===== config.mk =====
export PLATFORM = sky130hd
export DESIGN_NAME = dr_done_detect
export DESIGN_NICKNAME = d
export VERILOG_FILES = /design/src/rtl/dr_pkg.sv /design/src/rtl/dr_rail_decode.sv /design/src/rtl/dr_join_tree.sv /design/src/rtl/dr_rail_encode.sv /design/src/rtl/dr_done_detect.sv
export SDC_FILE = /design/constraint.sdc
export NUM_CORES = 1
export LEC_CHECK = 0
export BUFFER_PORTS_ARGS = -buffer_cell sky130_fd_sc_hd__clkbuf_2
export CAP_MARGIN = 0
export CORE_MARGIN = 2
export CORE_UTILIZATION = 38
export CTS_CLUSTER_SIZE = 14
export DETAILED_ROUTE_END_ITERATION = 6
export PLACE_DENSITY = 0.7
export SYNTH_ARGS = -nofsm -noshare
export SYNTH_HDL_FRONTEND = slang
export SYNTH_HIERARCHICAL = 1
export SYNTH_SLANG_ARGS = --single-unit

===== constraint.sdc =====
create_clock -name clk -period 1.6 [get_ports clk]
set_clock_uncertainty 0.15 [all_clocks]
set_input_delay 0.48 -clock clk [delete_from_list [all_inputs] [get_ports clk]]
set_output_delay 0.48 -clock clk [all_outputs]
set_load 0.005 [all_outputs]

===== src/rtl/dr_pkg.sv =====
`timescale 1ns/1ps
package dr_pkg;
  // Resting code produced by the converter: P low, Q high.
  localparam logic REST_P = 1'b0;
  localparam logic REST_Q = 1'b1;

  // Hysteresis join: rises when both inputs are high, falls when both low.
  function automatic logic c_join(input logic x, input logic y, input logic prev);
    return (x & y) | (prev & (x | y));
  endfunction
endpackage


===== src/rtl/dr_rail_decode.sv =====
`timescale 1ns/1ps
module dr_rail_decode #(
  parameter int N = 8
) (
  input  logic         clk,
  input  logic         rst,
  input  logic [N-1:0] rail_p,
  input  logic [N-1:0] rail_q,
  output logic [N-1:0] agree,
  output logic [N-1:0] word_q
);
  for (genvar i = 0; i < N; i++) begin : g_bit
    assign agree[i] = ~(rail_p[i] ^ rail_q[i]);
    always_ff @(posedge clk) begin
      if (rst)
        word_q[i] <= 1'b0;
      else if (agree[i])
        word_q[i] <= rail_p[i];
    end
  end
endmodule


===== src/rtl/dr_join_tree.sv =====
`timescale 1ns/1ps
module dr_join_tree #(
  parameter int N = 8
) (
  input  logic         clk,
  input  logic         rst,
  input  logic [N-1:0] leaf,
  output logic         done
);
  localparam int LVL    = (N < 2) ? 1 : $clog2(N);
  localparam int LEAVES = 1 << LVL;

  // Heap layout: node k has children 2k and 2k+1; leaves start at LEAVES.
  logic nxt [1:2*LEAVES-1];
  logic st  [1:LEAVES-1];

  for (genvar j = 0; j < LEAVES; j++) begin : g_leaf
    if (j < N) begin : g_real
      assign nxt[LEAVES+j] = leaf[j];
    end else begin : g_pad
      assign nxt[LEAVES+j] = leaf[0];
    end
  end

  for (genvar k = 1; k < LEAVES; k++) begin : g_node
    assign nxt[k] = dr_pkg::c_join(nxt[2*k], nxt[2*k+1], st[k]);
    always_ff @(posedge clk) begin
      if (rst)
        st[k] <= 1'b0;
      else
        st[k] <= nxt[k];
    end
  end

  assign done = st[1];
endmodule


===== src/rtl/dr_rail_encode.sv =====
`timescale 1ns/1ps
module dr_rail_encode #(
  parameter int N = 8
) (
  input  logic         clk,
  input  logic         rst,
  input  logic [N-1:0] src_data,
  input  logic         src_req,
  output logic [N-1:0] enc_p,
  output logic [N-1:0] enc_q
);
  always_ff @(posedge clk) begin
    if (rst || !src_req) begin
      enc_p <= {N{dr_pkg::REST_P}};
      enc_q <= {N{dr_pkg::REST_Q}};
    end else begin
      enc_p <= src_data;
      enc_q <= src_data;
    end
  end
endmodule


===== src/rtl/dr_done_detect.sv =====
`timescale 1ns/1ps
module dr_done_detect #(
  parameter int N = 8
) (
  input  logic         clk,
  input  logic         rst,
  input  logic [N-1:0] rail_p,
  input  logic [N-1:0] rail_q,
  output logic [N-1:0] word_out,
  output logic         word_done,
  input  logic [N-1:0] src_data,
  input  logic         src_req,
  output logic [N-1:0] enc_p,
  output logic [N-1:0] enc_q
);
  logic [N-1:0] agree;

  dr_rail_decode #(.N(N)) u_dec (
    .clk(clk), .rst(rst), .rail_p(rail_p), .rail_q(rail_q),
    .agree(agree), .word_q(word_out)
  );

  dr_join_tree #(.N(N)) u_tree (
    .clk(clk), .rst(rst), .leaf(agree), .done(word_done)
  );

  dr_rail_encode #(.N(N)) u_enc (
    .clk(clk), .rst(rst), .src_data(src_data), .src_req(src_req),
    .enc_p(enc_p), .enc_q(enc_q)
  );
endmodule


==> results.cfg <==
[outcome]
status = finished clean

[clock_tree]
cts_tree = done
postCtsSetupRepairBufs = 0
htree_levels = 2
clock-sinks = 31
cts_resized = 0
ctsHoldBuffers = 0
path_clk_slew_ns = 0.09
root_buffer = clkbuf_4
clock_latency_ns = 0.31
cts_buffers = 5
clock_path_buffers = 2

[critical_path]
rrSetupSlack_ns = 0.18
cp_common_cell = maj3_2
cp-start-kind = input port
worstPathCellList = clkbuf_2 > xnor2_1 > maj3_2 > maj3_2 > o21ai_1 > a21oi_1
crit_required_ns = 1.65
cp_slowest_cell = maj3_2
crit_path_end = u_tree/st[0][1]
crit_arrival_ns = 1.57
cp-startpoint = rail_q[5]
timing.rr.start = u_tree/st[1][1]
cp_max_fo = 3
worstRegToRegCells = 4
slowest_delay_ns = 0.33
crit_type = input port to flip-flop
r2r_end = u_tree/st[0][1]
end_kind = flip-flop

[synthesis]
yosys_warnings = 6
syn_area_um2 = 1110
syn_nets = 124
synthTopCellsByArea = dfxtp_1 56%, and3b_2 7.2%, or3b_1 6.3%
yosysTopAreaCell = dfxtp_1
synth-seq-cells = 31
syn_avg_cell_area_um2 = 11.5
ys_types = 13
synth.yosys.seq_area_share_pct = 55.8
syn_inst = 97
synth_top_area_share_pct = 55.8

[job]
drv_cap = 0

[timing]
tns_ns = 0
finalHoldViolCount = 0
fin_crit_ns = 1.52
grt_setup_unrepaired = false
finalSetupViolCount = 0
drv_slew = 0
period_share_pct = 95.1
fmax_mhz = 657
worst_slack_ns = 0.0784
relSlewSlack_pct = 83.9
worst_pin_slew_ns = 0.242

[route]
drtAntennaViolNets = 0
drtPass1Iterations = 2
drc = 0
wirelength_um = 2000
viasPerCell = 4.57
route.vias.total = 863
avgRoutedWirePerCell_um = 10.6
drt_iter0_drc = 21

[floorplanning]
pin_count = 52
die_h_um = 58.1
dieWidth_um = 58.1
rows = 19
coreArea_um2 = 2760
dieArea_um2 = 3380
initial_core_util_pct = 40.3

[global_routing]
grt_max_degree = 18
grt_pass1_wl_um = 3680
first_global_vias = 920
grt_overflow = 0
antenna_found_initial = 0
track_usage_pct = 14.3

[place]
io_buffers = 51
dpl_worst_slack_ns = -0.245
post-dp-hpwl_um = 1590
gp_congestion = 0.663

[power]
irDropWorstVdd_mv = 0.769
fin_total_pwr_uw = 1650
power_density_nw_per_um2 = 1090
leakage_uw = 0.000698

[final_layout]
drive_above_1_share_pct = 52.5
diodes = 0
final_nets = 184
final_core_util_pct = 54.6
area_delta_synth_final_pct = 35.4

[min_path]
holdCritPathClass = input port to flip-flop
## worst min path at each step
| stage | from | to | depth (start not counted) |
|---|---|---|---|
| floorplan | u_dec/word_q[4] | u_dec/word_q[4] | 2 |
| global placement | u_dec/word_q[6] | u_dec/word_q[6] | 2 |
| detailed placement | u_dec/word_q[4] | u_dec/word_q[4] | 2 |
| CTS | src_data[6] | u_enc/enc_q[6] | 2 |
| global route | src_data[4] | u_enc/enc_q[4] | 2 |
| finish | src_data[4] | u_enc/enc_q[4] | 2 |
## report_power, final
| group | leakage, uW | switching, uW | internal [uW] |
|---|---|---|---|
| logic | 0.000395 | 86.6 | 114 |
| registers | 0.000255 | 18.2 | 815 |
| clock network | 0.0000482 | 243 | 369 |
| total | 0.000698 | 348 | 1300 |
## critical path: cells and delay by family
kind | cells | cell delay (ns)
adders and majority gates | 2 | 0.65
AOI/OAI and AO/OA | 2 | 0.21
xor gates and xnor gates | 1 | 0.13
buffers and inverters | 1 | 0.11
## state kept, by name, indices dropped and copies added, names as in the netlist
name,flops
u_enc/enc_q,8
u_tree/st,7
u_enc/enc_p,8
u_dec/word_q,8
## kinds of logic (layout without fill, tap and decap cells)
kind of cell	count (synthesis)	in the layout	synth area share [%]
and+or+nand+nor	31	31	19.9
AOI/OAI and AO/OA	18	18	9.79
buffers and inverters	3	64	2.14
adders and majority gates	6	6	6.07
xor gates and xnor gates	8	8	6.30
DFF	31	31	55.8
## layout make-up
type / instances / area (um2)
well taps: 31 / 38.8
fillers: 254 / 1250
clock buffers: 6 / 51.3
flip-flops and latches: 31 / 621
clock inverters: 2 / 35.0
multi-input cells: 63 / 468
repair buffers: 56 / 293
## cell usage after synthesis
cell     instances
a21oi_1          4
a21oi_2          5
and3b_2          8
buf_2            1
buf_4            1
buf_6            1
dfxtp_1         31
maj3_2           6
nand2_1          9
nor2b_1          6
o21ai_1          9
or3b_1           8
xnor2_1          8
## metal layers
layer / track usage, % / wire length [um] / up-vias
li1: - / - / 458
met1: 14.7 / 781 / 380
met2: 25.5 / 1080 / 22
met3: 5.58 / 122 / 3
met4: 6.64 / 21 / 0
met5: 0 / 0 / -
## cell usage in the layout, fill, tap and decap left out
master / instances
o21ai_1: 9
or3b_1: 8
clkbuf_4: 5
buf_4: 5
and3b_2: 8
maj3_2: 6
a21oi_2: 5
dfxtp_1: 31
clkbuf_2: 51
nor2b_1: 6
nand2_1: 9
bufinv_16: 1
xnor2_1: 8
a21oi_1: 4
clkbuf_8: 1
clkinv_2: 1
## stage by stage
stage,area (um2),hold WS (ns),cells
after floorplan,1110,0.311,97
after global placement,1420,0.303,181
after detailed placement,1420,0.311,181
after CTS,1510,0.197,189
after global routing,1510,0.202,189
final,1510,0.215,189
No activity file was read; power rests on OpenSTA's default activity.
